$ cat src/rtl/pps_pkg.sv
package pps_pkg;

  localparam int REG_AW = 5;

  // register byte offsets
  localparam logic [REG_AW-1:0] OFF_CFG     = 5'h00;
  localparam logic [REG_AW-1:0] OFF_SEC_HI  = 5'h04;
  localparam logic [REG_AW-1:0] OFF_SEC_LO  = 5'h08;
  localparam logic [REG_AW-1:0] OFF_NSEC    = 5'h0C;
  localparam logic [REG_AW-1:0] OFF_WIDTH   = 5'h14;
  localparam logic [REG_AW-1:0] OFF_DELAY   = 5'h18;

  // configuration word bit positions
  localparam int CFG_DOM_BIT = 0;
  localparam int CFG_LOCK_BIT = 2;
  localparam int CFG_ACT_LSB = 3;
  localparam int CFG_ACT_W = 3;

  localparam logic [CFG_ACT_W-1:0] ACT_IDLE  = 3'd0;
  localparam logic [CFG_ACT_W-1:0] ACT_CLOCK = 3'd3;

  typedef struct packed {
    logic [CFG_ACT_W-1:0] action;
    logic                 lock;
    logic                 domain;
  } pin_cfg_t;

  typedef enum logic {PH_LOW = 1'b0, PH_HIGH = 1'b1} phase_e;

endpackage

$ cat src/rtl/pps_tod_counter.sv
module pps_tod_counter #(
  parameter int NS_STEP = 20,
  parameter int SEC_NS  = 1000000000,
  parameter int NS_W    = 30,
  parameter int SEC_W   = 48
) (
  input  logic             clk,
  input  logic             rst_n,
  output logic [NS_W-1:0]  ns_q,
  output logic [NS_W-1:0]  ns_d,
  output logic [SEC_W-1:0] sec_q,
  output logic             tick_d,
  output logic             tick_q
);

  localparam int SUM_W = NS_W + 1;
  localparam logic [SUM_W-1:0] STEP_V = SUM_W'(NS_STEP);
  localparam logic [SUM_W-1:0] SEC_V  = SUM_W'(SEC_NS);

  logic [SUM_W-1:0] ns_sum;
  logic [SEC_W-1:0] sec_d;

  always_comb begin
    ns_sum = {1'b0, ns_q} + STEP_V;
    tick_d = (ns_sum >= SEC_V);
    if (tick_d) begin
      ns_d  = NS_W'(ns_sum - SEC_V);
      sec_d = sec_q + SEC_W'(1);
    end else begin
      ns_d  = NS_W'(ns_sum);
      sec_d = sec_q;
    end
  end

  always_ff @(posedge clk or negedge rst_n) begin
    if (!rst_n) begin
      ns_q   <= '0;
      sec_q  <= '0;
      tick_q <= 1'b0;
    end else begin
      ns_q   <= ns_d;
      sec_q  <= sec_d;
      tick_q <= tick_d;
    end
  end


  ns_range_chk: assert property (@(posedge clk) disable iff (!rst_n)
    {1'b0, ns_q} < SEC_V);


  sec_step_chk: assert property (@(posedge clk) disable iff (!rst_n)
    sec_q == $past(sec_q) + SEC_W'(tick_q));


  tick_ns_chk: assert property (@(posedge clk) disable iff (!rst_n)
    tick_q |-> ({1'b0, ns_q} < STEP_V));

endmodule

$ cat src/rtl/pps_pin_regs.sv
module pps_pin_regs
  import pps_pkg::*;
#(
  parameter int DATA_W      = 32,
  parameter int NS_W        = 30,
  parameter int SEC_W       = 48,
  parameter int DEF_HIGH_NS = 1000,
  parameter int DEF_LOW_NS  = 0
) (
  input  logic              clk,
  input  logic              rst_n,
  input  logic              wr_en,
  input  logic [REG_AW-1:0] wr_addr,
  input  logic [DATA_W-1:0] wr_data,
  input  logic              rd_en,
  input  logic [REG_AW-1:0] rd_addr,
  input  logic [SEC_W-1:0]  tod_sec,
  input  logic [NS_W-1:0]   tod_ns,
  output pin_cfg_t          cfg_q,
  output logic [DATA_W-1:0] width_q,
  output logic [DATA_W-1:0] delay_q,
  output logic [DATA_W-1:0] rd_data
);

  pin_cfg_t          cfg_d;
  logic [DATA_W-1:0] width_d, delay_d, rd_data_d, cfg_word;

  always_comb begin
    cfg_word = '0;
    cfg_word[CFG_DOM_BIT]  = cfg_q.domain;
    cfg_word[CFG_LOCK_BIT] = cfg_q.lock;
    cfg_word[CFG_ACT_LSB +: CFG_ACT_W] = cfg_q.action;
  end

  // write path
  always_comb begin
    cfg_d   = cfg_q;
    width_d = width_q;
    delay_d = delay_q;
    if (wr_en) begin
      case (wr_addr)
        OFF_CFG: begin
          cfg_d.domain = wr_data[CFG_DOM_BIT];
          cfg_d.lock   = wr_data[CFG_LOCK_BIT];
          cfg_d.action = wr_data[CFG_ACT_LSB +: CFG_ACT_W];
        end
        OFF_WIDTH: width_d = wr_data;
        OFF_DELAY: delay_d = wr_data;
        default: ;
      endcase
    end
  end

  // read path
  always_comb begin
    rd_data_d = rd_data;
    if (rd_en) begin
      case (rd_addr)
        OFF_CFG:    rd_data_d = cfg_word;
        OFF_SEC_HI: rd_data_d = DATA_W'(tod_sec >> DATA_W);
        OFF_SEC_LO: rd_data_d = DATA_W'(tod_sec);
        OFF_NSEC:   rd_data_d = DATA_W'(tod_ns);
        OFF_WIDTH:  rd_data_d = width_q;
        OFF_DELAY:  rd_data_d = delay_q;
        default:    rd_data_d = '0;
      endcase
    end
  end

  always_ff @(posedge clk or negedge rst_n) begin
    if (!rst_n) begin
      cfg_q   <= '0;
      width_q <= DATA_W'(DEF_HIGH_NS);
      delay_q <= DATA_W'(DEF_LOW_NS);
      rd_data <= '0;
    end else begin
      cfg_q   <= cfg_d;
      width_q <= width_d;
      delay_q <= delay_d;
      rd_data <= rd_data_d;
    end
  end


  ro_nsec_read_chk: assert property (@(posedge clk) disable iff (!rst_n)
    (rd_en && rd_addr == OFF_NSEC) |=> rd_data == DATA_W'($past(tod_ns)));

endmodule

$ cat src/rtl/pps_wave_gen.sv
module pps_wave_gen
  import pps_pkg::*;
#(
  parameter int NS_STEP = 20,
  parameter int NS_W    = 30,
  parameter int WF_W    = 32
) (
  input  logic                 clk,
  input  logic                 rst_n,
  input  logic [CFG_ACT_W-1:0] action,
  input  logic                 lock,
  input  logic [WF_W-1:0]      width,
  input  logic [WF_W-1:0]      delay,
  input  logic [NS_W-1:0]      ns_q,
  input  logic [NS_W-1:0]      ns_d,
  input  logic                 tick_q,
  input  logic                 tick_d,
  output logic                 pin_q
);

  localparam int SUM_W = WF_W + 1;
  localparam logic [SUM_W-1:0] STEP_V = SUM_W'(NS_STEP);

  logic             clock_act, lock_mode, free_mode;
  logic [WF_W-1:0]  lat_delay_q, lat_delay_d, lat_width_q, lat_width_d;
  logic [SUM_W-1:0] win_start, win_end, ns_ext;
  logic             in_win, lock_pin;
  phase_e           phase_q, phase_d;
  logic [SUM_W-1:0] cnt_q, cnt_d, limit;
  logic             pin_d;

  always_comb begin
    clock_act = (action == ACT_CLOCK);
    lock_mode = clock_act & lock;
    free_mode = clock_act & ~lock;
  end

  // second-locked window: settings captured at rollover
  always_comb begin
    lat_delay_d = lat_delay_q;
    lat_width_d = lat_width_q;
    if (tick_d) begin
      lat_delay_d = delay;
      lat_width_d = width;
    end
    win_start = {1'b0, lat_delay_d};
    win_end   = {1'b0, lat_delay_d} + {1'b0, lat_width_d};
    ns_ext    = {{(SUM_W-NS_W){1'b0}}, ns_d};
    in_win    = (ns_ext >= win_start) && (ns_ext < win_end);
    lock_pin  = in_win && !(tick_d && pin_q);
  end

  // free-running square wave
  always_comb begin
    phase_d = phase_q;
    cnt_d   = cnt_q;
    limit   = (phase_q == PH_HIGH) ? {1'b0, width} : {1'b0, delay};
    if (!free_mode) begin
      phase_d = PH_LOW;
      cnt_d   = STEP_V;
    end else if (cnt_q >= limit) begin
      phase_d = (phase_q == PH_HIGH) ? PH_LOW : PH_HIGH;
      cnt_d   = STEP_V;
    end else begin
      cnt_d   = cnt_q + STEP_V;
    end
  end

  always_comb begin
    if (free_mode)      pin_d = (phase_d == PH_HIGH);
    else if (lock_mode) pin_d = lock_pin;
    else                pin_d = 1'b0;
  end

  always_ff @(posedge clk or negedge rst_n) begin
    if (!rst_n) begin
      lat_delay_q <= '0;
      lat_width_q <= '0;
      phase_q     <= PH_LOW;
      cnt_q       <= STEP_V;
      pin_q       <= 1'b0;
    end else begin
      lat_delay_q <= lat_delay_d;
      lat_width_q <= lat_width_d;
      phase_q     <= phase_d;
      cnt_q       <= cnt_d;
      pin_q       <= pin_d;
    end
  end


  idle_low_chk: assert property (@(posedge clk) disable iff (!rst_n)
    !clock_act |=> !pin_q);


  rollover_low_chk: assert property (@(posedge clk) disable iff (!rst_n)
    ($past(lock_mode) && tick_q && $past(pin_q)) |-> !pin_q);


  rise_after_delay_chk: assert property (@(posedge clk) disable iff (!rst_n)
    ($past(lock_mode) && $rose(pin_q)) |->
      ({{(SUM_W-NS_W){1'b0}}, ns_q} >= {1'b0, lat_delay_q}));

endmodule

$ cat src/rtl/pps_tod_gen.sv
module pps_tod_gen
  import pps_pkg::*;
#(
  parameter int NS_STEP     = 20,
  parameter int SEC_NS      = 1000000000,
  parameter int SEC_W       = 48,
  parameter int DATA_W      = 32,
  parameter int DEF_HIGH_NS = 1000,
  parameter int DEF_LOW_NS  = 0
) (
  input  logic              clk,
  input  logic              rst_n,
  input  logic              wr_en,
  input  logic [REG_AW-1:0] wr_addr,
  input  logic [DATA_W-1:0] wr_data,
  input  logic              rd_en,
  input  logic [REG_AW-1:0] rd_addr,
  output logic [DATA_W-1:0] rd_data,
  output logic              pps_out
);

  localparam int NS_W = $clog2(SEC_NS + NS_STEP);

  logic [NS_W-1:0]   ns_q, ns_d;
  logic [SEC_W-1:0]  sec_q;
  logic              tick_d, tick_q;
  pin_cfg_t          cfg_q;
  logic [DATA_W-1:0] width_q, delay_q;

  pps_tod_counter #(
    .NS_STEP(NS_STEP), .SEC_NS(SEC_NS), .NS_W(NS_W), .SEC_W(SEC_W)
  ) u_tod (
    .clk(clk), .rst_n(rst_n), .ns_q(ns_q), .ns_d(ns_d), .sec_q(sec_q),
    .tick_d(tick_d), .tick_q(tick_q)
  );

  pps_pin_regs #(
    .DATA_W(DATA_W), .NS_W(NS_W), .SEC_W(SEC_W),
    .DEF_HIGH_NS(DEF_HIGH_NS), .DEF_LOW_NS(DEF_LOW_NS)
  ) u_regs (
    .clk(clk), .rst_n(rst_n), .wr_en(wr_en), .wr_addr(wr_addr),
    .wr_data(wr_data), .rd_en(rd_en), .rd_addr(rd_addr),
    .tod_sec(sec_q), .tod_ns(ns_q), .cfg_q(cfg_q),
    .width_q(width_q), .delay_q(delay_q), .rd_data(rd_data)
  );

  pps_wave_gen #(
    .NS_STEP(NS_STEP), .NS_W(NS_W), .WF_W(DATA_W)
  ) u_wave (
    .clk(clk), .rst_n(rst_n), .action(cfg_q.action), .lock(cfg_q.lock),
    .width(width_q), .delay(delay_q), .ns_q(ns_q), .ns_d(ns_d),
    .tick_q(tick_q), .tick_d(tick_d), .pin_q(pps_out)
  );

endmodule

$ cat config.mk
export PLATFORM = sky130hd
export DESIGN_NAME = pps_tod_gen
export DESIGN_NICKNAME = d
export VERILOG_FILES = /design/src/rtl/pps_pkg.sv /design/src/rtl/pps_tod_counter.sv /design/src/rtl/pps_pin_regs.sv /design/src/rtl/pps_wave_gen.sv /design/src/rtl/pps_tod_gen.sv
export SDC_FILE = /design/constraint.sdc
export NUM_CORES = 1
export LEC_CHECK = 0
export BUFFER_PORTS_ARGS = -buffer_cell sky130_fd_sc_hd__buf_2
export CAP_MARGIN = 40
export CELL_PAD_IN_SITES_DETAIL_PLACEMENT = 0
export CELL_PAD_IN_SITES_GLOBAL_PLACEMENT = 1
export CORE_MARGIN = 2
export CORE_UTILIZATION = 50
export DETAILED_ROUTE_END_ITERATION = 6
export GPL_ROUTABILITY_DRIVEN = 0
export MAX_ROUTING_LAYER = met4
export PLACE_DENSITY = 0.8
export REMOVE_ABC_BUFFERS = 1
export SLEW_MARGIN = 0
export SYNTH_ARGS = -nofsm -noshare
export SYNTH_HDL_FRONTEND = slang
export SYNTH_SLANG_ARGS = --single-unit
$ cat constraint.sdc
create_clock -name clk -period 9.9 [get_ports clk]
set_input_delay 1.485 -clock clk [delete_from_list [all_inputs] [get_ports clk]]
set_output_delay 1.485 -clock clk [all_outputs]
set_load 0.1 [all_outputs]
==> impl_metrics.tcl <==
set metrics [dict create \
    cts_htree_levels 2 \
    status "completed" \
    ant_nets 0 \
    hp-class "reg2reg" \
    power.leakage_nw 8.62 \
    grt_pass1_wl_mm 76.5 \
    reg2reg_setup_slack_ns 0.97 \
    core_sq_mm 0.0334 \
    pre_cts_ws_ns 1.09 \
    firstDrtPassIters 5 \
    ios 79 \
    crit_top_cell "ha_1" \
    cts_tree "done" \
    drt-initial-drc-count 1036 \
    vias 13438 \
    fin_crit_ns 8.93 \
    drc 0 \
    tightest_slew_ns 1.06 \
    post_cts_resize_count 0 \
    clkLatencyLatePin_ns 0.53 \
    async_flop_share_pct 100 \
    max_freq_ghz 0.112 \
    grt-ovfl-total 0 \
    crit_type "reg2reg" \
    required_ns 10.33 \
    total_power_mw 2.74 \
    area_growth_pct 11.7 \
    synth_area_leaders "dfrtp_1 39%, ha_1 9.1%, mux2_2 6.9%, mux2i_1 4.4%, xnor2_1 3.7%" \
    initial_core_util_pct 50.6 \
    final-instance-count-excl-fill 2224 \
    crit_path_start_kind "flop" \
    antenna_found_initial 3 \
    layout_common_cells "265 x dfrtp_1, 154 x nand2_1, 123 x ha_1" \
    clock_sinks 274 \
    routedWlPerCell_microns 22.0 \
    drv_slew 0 \
    dp_cells 2163 \
    synthCells 1688 \
    fin_skew_ns 0.0219 \
    grt_max_degree 121 \
    synth_top_area_share_pct 39.3 \
    die_width_microns 188 \
    cap_violations 0 \
    postCtsHoldBufs 0 \
    first_global_vias 13300 \
    final-setup-viol-count 0 \
    root_buffer "clkbuf_16" \
    r2r_cells 34 \
    timing.rr.end "u_wave.pin_q" \
    crit_path_max_fanout 31 \
    avgSynthCellArea_sq_um 10.0 \
    switching_share_pct 25.3 \
    rsz0062_at_grt "no" \
    yosys.area.top_type "dfrtp_1" \
    routed_wl_mm 49.0 \
    timing.max_slew.rel_slack_pct 29.6 \
    ir_worst_vdd_v 0.000144 \
    switchingPower_mw 0.694 \
    rows 67 \
    ys_dominant_reg_cell "dfrtp_1" \
    hold_viol 0 \
    synth_seq_area_share_pct 40.6 \
    layout-drive-gt1-share_pct 17.1 \
    pwr-share-seq_pct 46.2 \
    timing.rr.start "u_tod.ns_q[2]" \
    track_usage_pct 28.9 \
    setup_tns_ns 0 \
    ys_types 85 \
    synth-seq-cells 274 \
    cts_buffers 34 \
    crit_path_max_incr_delay_ns 0.82 \
    place_hpwl_mm 36.5 \
    clockBufferDepth 3 \
    syn_area_sq_mm 0.0169 \
    p_clk_share_pct 45.9 \
    clkTransAtPathRegs_ns 0.06 \
    combPwrFrac_pct 7.9 \
    synth-edff-count 0 \
    die_height_microns 188 \
    yosys_warnings 0 \
    p_int_mw 2.04 \
    portBuffers 78 \
    post_cts.repair.setup_buffers 0 \
    crit_start "u_tod.ns_q[2]" \
    fin_ws_ns 0.970 \
    critPathCaptureType "flop" \
    nets 1921 \
    cp_slowest_cell "a311o_2" \
    viasPerCell 6.04 \
    die_area_sq_mm 0.0353 \
    mostFrequentLayoutCell "dfrtp_1" \
    finalCritPeriodShare_pct 90.2 \
    cp.arrival_ns 9.36 \
    cp-endpoint "u_wave.pin_q" \
    powerDensity_mw_per_mm2 145 \
]
[state kept, by name (all words and copies together), names as in the netlist]
signal and flops:
u_regs.cfg_q 5, u_regs.rd_data 32, u_wave.lat_width_q 32, u_regs.delay_q 32
u_regs.width_q 32, u_wave.phase_q 1, u_wave.cnt_q 31, u_tod.ns_q 28
u_tod.sec_q 48, u_wave.pin_q 1, u_wave.lat_delay_q 32
[power groups by stage]
stage | logic, mW | registers (mW) | clock network (mW)
detailed placement | 0.215 | 1.28 | 0
floorplan | 0.118 | 1.25 | 0
global route | 0.237 | 1.27 | 1.33
finish | 0.216 | 1.26 | 1.26
global placement | 0.206 | 1.28 | 0
CTS | 0.216 | 1.26 | 1.28
[critical path, delay by kind of cell (launching register included)]
kind	cells	cell delay, ns
DFF	1	0.53
xor gates and xnor gates	2	0.33
adders and majority gates	4	1.16
AOI/OAI and AO/OA	18	5.20
and+or+nand+nor	9	1.51
buffers and inverters	1	0.07
[stage by stage]
| stage | hold slack [ns] | utilization (%) | instance area [sq um] |
|---|---|---|---|
| floorplan | 0.441 | - | 16600 |
| global placement | 0.456 | 52.9 | 17700 |
| detailed placement | 0.461 | 53.1 | 17800 |
| CTS | 0.473 | 56.5 | 18900 |
| global route | 0.497 | 56.6 | 18900 |
| finish | 0.477 | 56.6 | 18900 |
[synthesized netlist by cell type, types with 4 or more instances]
library cell  instances
o21ai_0              57
nor2_1              111
a221oi_1             30
or2_2                 5
o21a_1                4
buf_2                16
a211oi_1             13
nor3b_1               8
xnor2_1              71
buf_1                 9
nand3_1              56
o31ai_1               5
or3_1                11
o22ai_1              30
ha_1                123
nor2b_1               9
and2_1                8
and3_1               16
xor2_1               69
clkbuf_1             37
o21bai_1              5
inv_1                83
o211ai_1             12
buf_6                 4
nor4_1               13
nand4_1              41
a21o_1               27
nor3_1               37
mux2_2              103
buf_4                 5
a31oi_1               5
and4_1                6
mux2i_1              75
nand2_1             154
a222oi_1              4
nand2b_1              8
dfstp_2               8
dfrtp_1             266
a211o_1               5
a21oi_1              61
nand3b_1              4
[per-layer routing]
metal | GRT usage, % | vias up | part of all wire (%)
li1 | - | 6237 | -
met1 | 38.6 | 6642 | 45
met2 | 44.2 | 463 | 45
met3 | 6.16 | 96 | 6.8
met4 | 8.66 | 0 | 2.9
met5 | - | - | 0
[worst min-delay path by stage]
stage                     from         endpoint  slack [ns]  cells after the start
4_1_cts        u_tod.sec_q[47]  u_tod.sec_q[47]        0.47                      1
6_report       u_tod.sec_q[47]  u_tod.sec_q[47]        0.48                      1
5_1_grt        u_tod.sec_q[47]  u_tod.sec_q[47]        0.50                      1
3_3_place_gp   u_tod.sec_q[47]  u_tod.sec_q[47]        0.46                      1
2_1_floorplan  u_tod.sec_q[47]  u_tod.sec_q[47]        0.44                      1
3_5_place_dp   u_tod.sec_q[47]  u_tod.sec_q[47]        0.46                      1
[layout make-up]
cell class                      instances  area [sq um]
Clock inverter                          8          71.3
Sequential cell                       274          6870
Timing Repair Buffer                   98           596
Tap cell                              448           561
Antenna cell                            3          7.51
Fill cell                            2871         14500
Clock buffer                           50          1060
Multi-Input combinational cell       1260          9440
Inverter                               83           312
[logic make-up after synthesis]
kind of cell / after synthesis / share of synthesized area [%]
buffers and inverters: 154 / 3.82
AO/OA/AOI/OAI: 301 / 12.4
AND/OR/NAND/NOR: 516 / 15.4
XOR/XNOR: 141 / 7.34
multiplexers: 178 / 11.3
adder cells (fa/ha/maj): 124 / 9.21
flip-flops: 274 / 40.6
(Power assumes the default switching activity.)
